[config.mk]
export PLATFORM = sky130hd
export DESIGN_NAME = pit_top
export DESIGN_NICKNAME = d
export VERILOG_FILES = /design/src/rtl/pit_pkg.sv /design/src/rtl/pit_decode.sv /design/src/rtl/pit_count_core.sv /design/src/rtl/pit_channel.sv /design/src/rtl/pit_top.sv
export SDC_FILE = /design/constraint.sdc
export NUM_CORES = 1
export LEC_CHECK = 0
export CAP_MARGIN = 20
export CORE_MARGIN = 8
export CORE_UTILIZATION = 40
export DETAILED_ROUTE_END_ITERATION = 16
export PLACE_DENSITY = 0.6
export SKIP_LAST_GASP = 1
export SYNTH_ARGS = -nofsm -noshare
export SYNTH_HDL_FRONTEND = slang
export SYNTH_HIERARCHICAL = 1
export SYNTH_SLANG_ARGS = --single-unit
[constraint.sdc]
create_clock -name clk -period 7.45 [get_ports clk]
set_clock_uncertainty 0.1 [all_clocks]
set_input_delay 1.49 -clock clk [delete_from_list [all_inputs] [get_ports clk]]
set_output_delay 1.49 -clock clk [all_outputs]
set_load 0.01 [all_outputs]
[src/rtl/pit_pkg.sv]
// Package: shared widths and the down-step function of the timer.
// Assumes the count width is a multiple of four so that BCD digits tile it.
package pit_pkg;
    localparam int CNT_W    = 16;
    localparam int NUM_CH   = 3;
    localparam int DIGITS   = CNT_W / 4;
    localparam int BYTE_W   = 8;

    localparam logic [1:0] ACC_LATCH = 2'b00;
    localparam logic [1:0] ACC_LO    = 2'b01;
    localparam logic [1:0] ACC_HI    = 2'b10;
    localparam logic [1:0] ACC_BOTH  = 2'b11;

    // One decrement step in binary or packed-BCD arithmetic.
    function automatic logic [CNT_W-1:0] step_down(input logic [CNT_W-1:0] v,
                                                   input logic bcd);
        logic [CNT_W-1:0] r;
        logic             borrow;
        r      = v;
        borrow = 1'b1;
        if (!bcd) begin
            r = v - 1'b1;
        end else begin
            for (int d = 0; d < DIGITS; d++) begin
                if (borrow) begin
                    if (v[d*4 +: 4] == 4'd0) begin
                        r[d*4 +: 4] = 4'd9;
                    end else begin
                        r[d*4 +: 4] = v[d*4 +: 4] - 4'd1;
                        borrow      = 1'b0;
                    end
                end
            end
        end
        return r;
    endfunction
endpackage

[src/rtl/pit_decode.sv]
// Module: pit_decode
// Turns one bus access into per-counter strobes: program, write, read,
// count latch and status latch. Purely combinational.
// Assumes a write wins over a read presented in the same cycle.
module pit_decode
    import pit_pkg::*;
(
    input  logic              wr_en,
    input  logic              rd_en,
    input  logic [1:0]        addr,
    input  logic [BYTE_W-1:0] wdata,
    output logic [NUM_CH-1:0] prog,
    output logic [NUM_CH-1:0] wr_ch,
    output logic [NUM_CH-1:0] rd_ch,
    output logic [NUM_CH-1:0] lat_cnt,
    output logic [NUM_CH-1:0] lat_sta
);
    localparam logic [1:0] CTRL_ADDR = 2'd3;

    logic is_ctrl;
    logic is_rback;
    assign is_ctrl  = wr_en && (addr == CTRL_ADDR);
    assign is_rback = is_ctrl && (wdata[7:6] == 2'b11);

    // Per-counter strobe generation from address and control byte.
    always_comb begin
        prog    = '0;
        wr_ch   = '0;
        rd_ch   = '0;
        lat_cnt = '0;
        lat_sta = '0;
        for (int i = 0; i < NUM_CH; i++) begin
            wr_ch[i] = wr_en && (addr == 2'(i));
            rd_ch[i] = rd_en && !wr_en && (addr == 2'(i));
            if (is_rback) begin
                lat_cnt[i] = wdata[i+1] && !wdata[5];
                lat_sta[i] = wdata[i+1] && !wdata[4];
            end else if (is_ctrl && (wdata[7:6] == 2'(i))) begin
                lat_cnt[i] = (wdata[5:4] == ACC_LATCH);
                prog[i]    = (wdata[5:4] != ACC_LATCH);
            end
        end
    end
endmodule

[src/rtl/pit_count_core.sv]
// Module: pit_count_core
// Count element and output pin of one counter. A written count is taken on
// the next tick; afterwards ticks decrement while the gate is high.
// Assumes tick is a one-cycle strobe synchronous to clk.
module pit_count_core
    import pit_pkg::*;
(
    input  logic             clk,
    input  logic             rst_n,
    input  logic             tick,
    input  logic             gate,
    input  logic             prog,
    input  logic             prog_m2,
    input  logic             mode2,
    input  logic             bcd,
    input  logic             load,
    input  logic [CNT_W-1:0] reload,
    output logic [CNT_W-1:0] count,
    output logic             out,
    output logic             loaded
);
    logic [CNT_W-1:0] ce_q;
    logic             out_q;
    logic             pend_q;
    logic             armed_q;

    assign count  = ce_q;
    assign out    = out_q;
    assign loaded = tick && pend_q && !prog;

    // Count element, pending-load flag and output level.
    always_ff @(posedge clk) begin
        if (!rst_n) begin
            ce_q    <= '0;
            out_q   <= 1'b1;
            pend_q  <= 1'b0;
            armed_q <= 1'b0;
        end else if (prog) begin
            armed_q <= 1'b0;
            pend_q  <= 1'b0;
            out_q   <= prog_m2;
        end else begin
            if (load) begin
                pend_q <= 1'b1;
                if (!mode2) out_q <= 1'b0;
            end
            if (tick && pend_q) begin
                ce_q    <= reload;
                pend_q  <= load;
                armed_q <= 1'b1;
            end else if (tick && armed_q && gate && !load) begin
                if (mode2 && ce_q == CNT_W'(1)) begin
                    ce_q  <= reload;
                    out_q <= 1'b1;
                end else begin
                    ce_q <= step_down(ce_q, bcd);
                    if (mode2 && ce_q == CNT_W'(2)) out_q <= 1'b0;
                    if (!mode2 && ce_q == CNT_W'(1)) out_q <= 1'b1;
                end
            end
        end
    end

    // in interval mode the output only rises when the count hits zero
    a_r5_rise_at_zero: assert property (@(posedge clk) disable iff (!rst_n)
        (!mode2 && $rose(out_q)) |-> (ce_q == '0));

    // in rate-generator mode the output only falls when the count is one
    a_r6_low_at_one: assert property (@(posedge clk) disable iff (!rst_n)
        (mode2 && $fell(out_q)) |-> (ce_q == CNT_W'(1)));

    // a low gate with no pending load freezes the count
    a_r7_gate_freeze: assert property (@(posedge clk) disable iff (!rst_n)
        (!gate && !pend_q) |=> $stable(ce_q));
endmodule

[src/rtl/pit_channel.sv]
// Module: pit_channel
// One timer channel: configuration, count register, byte-sequence
// flip-flops, count and status hold registers, and the read byte select.
// Assumes at most one bus strobe reaches it per cycle.
module pit_channel
    import pit_pkg::*;
(
    input  logic              clk,
    input  logic              rst_n,
    input  logic              prog,
    input  logic              wr,
    input  logic              rd,
    input  logic              lat_cnt,
    input  logic              lat_sta,
    input  logic [BYTE_W-1:0] wdata,
    input  logic              tick,
    input  logic              gate,
    output logic [BYTE_W-1:0] rd_byte,
    output logic              out
);
    logic [1:0]       acc_q;
    logic [2:0]       mode_q;
    logic             bcd_q;
    logic [CNT_W-1:0] cr_q;
    logic             wr_hi_q;
    logic             rd_hi_q;
    logic [CNT_W-1:0] cnt_hold_q;
    logic             cnt_held_q;
    logic [BYTE_W-1:0] sta_hold_q;
    logic             sta_held_q;
    logic             null_q;

    logic [CNT_W-1:0] count;
    logic             loaded;
    logic             load_evt;
    logic             mode2;
    logic [CNT_W-1:0] src;
    logic             rd_last;

    assign mode2    = (mode_q[1:0] == 2'b10);
    assign load_evt = wr && (acc_q != ACC_LATCH) && ((acc_q != ACC_BOTH) || wr_hi_q);
    assign src      = cnt_held_q ? cnt_hold_q : count;
    assign rd_last  = (acc_q != ACC_BOTH) || rd_hi_q;

    pit_count_core u_core (
        .clk     (clk),
        .rst_n   (rst_n),
        .tick    (tick),
        .gate    (gate),
        .prog    (prog),
        .prog_m2 (wdata[2:1] == 2'b10),
        .mode2   (mode2),
        .bcd     (bcd_q),
        .load    (load_evt),
        .reload  (cr_q),
        .count   (count),
        .out     (out),
        .loaded  (loaded)
    );

    // Read byte select: status first, then held or live count bytes.
    always_comb begin
        if (sta_held_q)                                    rd_byte = sta_hold_q;
        else if (acc_q == ACC_HI || (acc_q == ACC_BOTH && rd_hi_q)) rd_byte = src[15:8];
        else                                               rd_byte = src[7:0];
    end

    // Configuration, count register, sequencing and hold registers.
    always_ff @(posedge clk) begin
        if (!rst_n) begin
            acc_q      <= ACC_BOTH;
            mode_q     <= '0;
            bcd_q      <= 1'b0;
            cr_q       <= '0;
            wr_hi_q    <= 1'b0;
            rd_hi_q    <= 1'b0;
            cnt_hold_q <= '0;
            cnt_held_q <= 1'b0;
            sta_hold_q <= '0;
            sta_held_q <= 1'b0;
            null_q     <= 1'b0;
        end else if (prog) begin
            acc_q      <= wdata[5:4];
            mode_q     <= wdata[3:1];
            bcd_q      <= wdata[0];
            wr_hi_q    <= 1'b0;
            rd_hi_q    <= 1'b0;
            cnt_held_q <= 1'b0;
            sta_held_q <= 1'b0;
            null_q     <= 1'b1;
        end else begin
            if (wr) begin
                case (acc_q)
                    ACC_LO: cr_q <= {8'h00, wdata};
                    ACC_HI: cr_q <= {wdata, 8'h00};
                    ACC_BOTH: begin
                        if (wr_hi_q) cr_q[15:8] <= wdata;
                        else         cr_q[7:0]  <= wdata;
                        wr_hi_q <= !wr_hi_q;
                    end
                    default: ;
                endcase
            end
            if (load_evt)    null_q <= 1'b1;
            else if (loaded) null_q <= 1'b0;
            if (lat_cnt && !cnt_held_q) begin
                cnt_hold_q <= count;
                cnt_held_q <= 1'b1;
            end
            if (lat_sta && !sta_held_q) begin
                sta_hold_q <= {out, null_q, acc_q, mode_q, bcd_q};
                sta_held_q <= 1'b1;
            end
            if (rd) begin
                if (sta_held_q) begin
                    sta_held_q <= 1'b0;
                end else begin
                    if (acc_q == ACC_BOTH) rd_hi_q <= !rd_hi_q;
                    if (rd_last)           cnt_held_q <= 1'b0;
                end
            end
        end
    end

    // a held count never changes until it has been read out
    a_r9_hold_frozen: assert property (@(posedge clk) disable iff (!rst_n)
        cnt_held_q |=> $stable(cnt_hold_q));

    // a latched status byte is returned by exactly one read
    a_r11_status_once: assert property (@(posedge clk) disable iff (!rst_n)
        (rd && sta_held_q) |=> !sta_held_q);
endmodule

[src/rtl/pit_top.sv]
// Module: pit_top
// Three-channel interval timer with a byte register port. Address 3 takes
// control words and readback commands; addresses 0..2 reach the counters.
// Assumes all inputs are synchronous to clk; read data is registered.
module pit_top
    import pit_pkg::*;
(
    input  logic              clk,
    input  logic              rst_n,
    input  logic              wr_en,
    input  logic              rd_en,
    input  logic [1:0]        addr,
    input  logic [BYTE_W-1:0] wdata,
    output logic [BYTE_W-1:0] rdata,
    input  logic [NUM_CH-1:0] tick,
    input  logic [NUM_CH-1:0] gate,
    output logic [NUM_CH-1:0] tmr_out
);
    logic [NUM_CH-1:0] prog, wr_ch, rd_ch, lat_cnt, lat_sta;
    logic [BYTE_W-1:0] ch_byte [NUM_CH];

    pit_decode u_dec (
        .wr_en   (wr_en),
        .rd_en   (rd_en),
        .addr    (addr),
        .wdata   (wdata),
        .prog    (prog),
        .wr_ch   (wr_ch),
        .rd_ch   (rd_ch),
        .lat_cnt (lat_cnt),
        .lat_sta (lat_sta)
    );

    for (genvar i = 0; i < NUM_CH; i++) begin : g_ch
        pit_channel u_ch (
            .clk     (clk),
            .rst_n   (rst_n),
            .prog    (prog[i]),
            .wr      (wr_ch[i]),
            .rd      (rd_ch[i]),
            .lat_cnt (lat_cnt[i]),
            .lat_sta (lat_sta[i]),
            .wdata   (wdata),
            .tick    (tick[i]),
            .gate    (gate[i]),
            .rd_byte (ch_byte[i]),
            .out     (tmr_out[i])
        );
    end

    // Registered read data mux; the control address reads as zero.
    always_ff @(posedge clk) begin
        if (!rst_n) begin
            rdata <= '0;
        end else if (rd_en && !wr_en) begin
            rdata <= (addr < 2'(NUM_CH)) ? ch_byte[addr] : '0;
        end
    end

    // reading the control address returns zero
    a_r1_ctrl_reads_zero: assert property (@(posedge clk) disable iff (!rst_n)
        (rd_en && !wr_en && addr == 2'd3) |=> (rdata == 8'h00));
endmodule

==> key figures <==
Hold path
  – Worst min-delay path category: register to register
  – Worst Hold Depth: 2

Power
  – Pwr dens: between 200 and 250 nW/um2
  – Net Sw Frac: 0.2313
  – Combinational share of power: 0.079
  – Net Sw Power: ~670 uW
  – Max VDD drop: around 0.14 mV
  – Leak Pwr: 4.937 nW
  – Clock network fraction of design power: 0.504
  – Cell-internal power: about 2.2 mW
  – Design Power: 2.879 mW
  – Sequential share of power: 0.417

Logic synthesis
  – Largest family of logic cells by synthesized area: simple AND/OR/NAND/NOR gates
  – Mux share of post-synthesis cell area: 0.07344
  – Seq cells post-synth: 218
  – EDFF count, synth: 0
  – Syn_nets: 1505
  – Synth Area in Compound Gates: 0.2468
  – XOR/XNOR Fraction of Synth Area: 0.004058
  – Top-area cell type share of the netlist area: 0.3370
  – Synth warnings: 6
  – Post-Synth Adder-Cell Area: 0.008696
  – Most common cell in the synthesized netlist: dfxtp_1
  – Syn Inst Count: 1476
  – Syn_area_per_cell: 8.773 um2
  – Most frequent cells after synthesis: 218 x dfxtp_1, 199 x nand2_1, 95 x mux2i_1
  – Mapped cell area: 12950 um2
  – Cell variety after synth: 72
  – Commonest register cell after synthesis: dfxtp_1
  – Area contributors post-synth: dfxtp_1 34%, mux2i_1 7.3%, nand2_1 5.8%, nor2b_1 4.3%, o31ai_1 4.2%
  – Seq/Total Area, Yosys: 0.3370
  – Area leader, netlist: dfxtp_1
  – Post-Synth Simple-Gate Area: 0.2658
  – Post-synthesis async set-or-reset flop share: 0

Critical path
  – Worst reg-to-reg path cell count: 7
  – Worst setup EP type: register
  – Crit path top cell by count: nor3_1
  – Slowest stage cell, crit path: clkdlybuf4s50_1
  – Crit path kind: primary input to register
  – CP required: 7800 ps
  – Crit path DAT: roughly 4700 ps
  – Crit path launch type: primary input
  – Crit-path max FO: 18
  – Max stage delay on crit path: 830 ps
  – Worst path cell trace: clkdlybuf4s50_1 -> nor3b_1 -> nor3b_2 -> inv_1 -> and3_1 -> o21ai_1 -> nor3_1 -> nor3_1

Finish
  – Antenna diodes: 0
  – Multi-input combinational cell area: 7769 um2
  – Area growth syn-to-layout: 8.774%
  – Layout cells sized above 1: 0.08990
  – Finished Core Util: 0.4373
  – Final net count: 1456
  – Fillcell total: between 3k and 4k
  – Register area: 4364 um2

Detailed routing
  – Final wirelength: 35.23 mm
  – Vias: 10.95k
  – Post-route ant nets: 0
  – Starting DRT DRC Count: 817
  – Avg WL per Cell: 19.00 um
  – Drt drc: 0
  – Via density per instance: 5.908
  – DR pass1 iterations: 5

STA
  – Worst-Margin Slew: about 1100 ps
  – Slew HR: 0.2757
  – Hold slack final: 352.0 ps
  – Tcrit/Tclk final: 0.5872
  – Min Tclk post-route: 4374 ps
  – Max Freq: between 200 and 250 MHz
  – Worst setup margin: 3076 ps
  – Fin Setup TNS: 0 ps
  – Max Slew Vio Count: 0
  – RSZ-0062 raised after global routing: no
  – Final setup violating endpoints: 0
  – Hold Vio Cnt, Final: 0

Floorplanning
  – Starting Density: 0.4021
  – Standard-cell rows: 66
  – Die width: slightly below 200 um
  – Die area: 38380 um2
  – Core footprint: 32210 um2
  – IO Count: 31
  – Die Y-Extent: 195.9 um

Clock tree
  – Depth of the CTS H-tree: 1
  – Root Buffer Master: clkbuf_16
  – TritonCTS buffer count: 26
  – Maximum number of buffers from clock root to sink: 3
  – Post-cts hold buffer count: 0
  – TritonCTS clock tree: done
  – Skew-Pair Late Insertion Delay: between 500 and 600 ps
  – Clock Sinks: 218
  – Post-CTS Setup Bufs: 0
  – Worst-path clk slew: roughly 60 ps
  – CTS resizes: 0

Placement
  – Placer congestion estimate: 0.8243
  – Setup slack after placement: about 2500 ps
  – Port Buffers: 30
  – HPWL Detailed: 23.66 mm

Global route
  – First-pass GRT wire length: approximately 57 mm
  – GRT overflow: 0
  – Vias in the first global route: roughly 10k
  – All-Layer GR Usage: 0.1777
  – Initial antenna violation count: 0
  – Largest net degree at the start of global routing: approximately 100

Job
  – # Max-Cap Violations: 0

Outcome
  – Status: finished, final reports clean
sequential cells by signal, indices dropped and copies added (netlist names):
| register | count |
|---|---|
| g_ch.u_ch/acc_q | 6 |
| g_ch.u_ch/u_core/armed_q | 3 |
| g_ch.u_ch/cnt_held_q | 3 |
| g_ch.u_ch/cnt_hold_q | 48 |
| g_ch.u_ch/u_core/out | 3 |
| g_ch.u_ch/u_core/count | 48 |
| g_ch.u_ch/mode_q | 9 |
| g_ch.u_ch/cr_q | 48 |
| rdata | 8 |
| g_ch.u_ch/bcd_q | 3 |
| g_ch.u_ch/null_q | 3 |
| g_ch.u_ch/sta_hold_q | 24 |
| g_ch.u_ch/sta_held_q | 3 |
| g_ch.u_ch/u_core/pend_q | 3 |
| g_ch.u_ch/rd_hi_q | 3 |
| g_ch.u_ch/wr_hi_q | 3 |
critical path: cells and delay by family:
kind | cells | cell delay (ps)
buf+inv | 2 | 930
simple gates | 5 | 1550
compound gates | 1 | 740
logic make-up after synthesis:
logic type | count (synthesis)
adder cells (fa/ha/maj) | 9
buffers and inverters | 133
multiplexers | 95
flip-flops | 218
XOR/XNOR | 6
AO/OA/AOI/OAI | 414
AND/OR/NAND/NOR | 601
path summary, 6_finish.rpt:
path	slack, ps	end	start
worst max-delay path	3080	g_ch[0].u_ch/u_core/count[0]$_SDFFE_PN0P_	addr[1]
worst min register to register	350	g_ch[0].u_ch/cnt_hold_q[9]$_SDFFE_PN0P_	g_ch[0].u_ch/cnt_hold_q[9]$_SDFFE_PN0P_
worst max register to register	4410	g_ch[1].u_ch/u_core/count[9]$_SDFFE_PN0P_	g_ch[1].u_ch/acc_q[1]$_SDFFE_PN1P_
worst min-delay path	350	g_ch[0].u_ch/cnt_hold_q[9]$_SDFFE_PN0P_	g_ch[0].u_ch/cnt_hold_q[9]$_SDFFE_PN0P_
metrics by stage:
stage / cells / cell area (um2)
5_1_grt: 1854 / 14080
6_report: 1854 / 14080
2_1_floorplan: 1476 / 12950
3_3_place_gp: 1806 / 13070
4_1_cts: 1853 / 14060
3_5_place_dp: 1806 / 13070
layer usage:
layer	GRT usage	part of all wire	vias up
met5	0	0	-
met4	0.04941	0.022	0
met3	0.02142	0.041	50
met2	0.2897	0.46	258
met1	0.2441	0.47	5306
li1	-	-	5340
area by class of cell:
| cell class | instances | area share |
|---|---|---|
| timing repair buffer | 40 | 0.02816 |
| multi-input combinational | 1125 | 0.5516 |
| clock buffer | 34 | 0.05268 |
| clock inverter | 13 | 0.01723 |
| sequential | 218 | 0.3099 |
| inverter | 16 | 0.004264 |
| tap | 408 | 0.03624 |
power by group through the flow:
stage          Clock [mW]  Combinational, mW  Sequential [mW]
3_3_place_gp            0              0.222             1.23
5_1_grt              1.53              0.246             1.20
4_1_cts              1.49              0.224             1.20
6_report             1.45              0.226             1.20
3_5_place_dp            0              0.223             1.23
2_1_floorplan           0              0.167             1.22
placed cells by master (no fill, tap or decap), types with 13 or more instances in the layout:
cell	count
a21boi_1	48
inv_1	16
o22ai_1	18
mux2i_1	95
o31ai_1	72
nand3_1	36
dfxtp_1	218
o32ai_1	13
a21oi_1	35
nor2_1	73
nor3_1	29
clkbuf_16	27
nor2b_1	88
nand2b_1	20
o21ai_0	38
clkdlybuf4s50_1	29
a21boi_0	51
nand2_1	199
nand4b_1	30
and3_1	34
a221oi_1	30
Power figures use the tool's default switching activity.
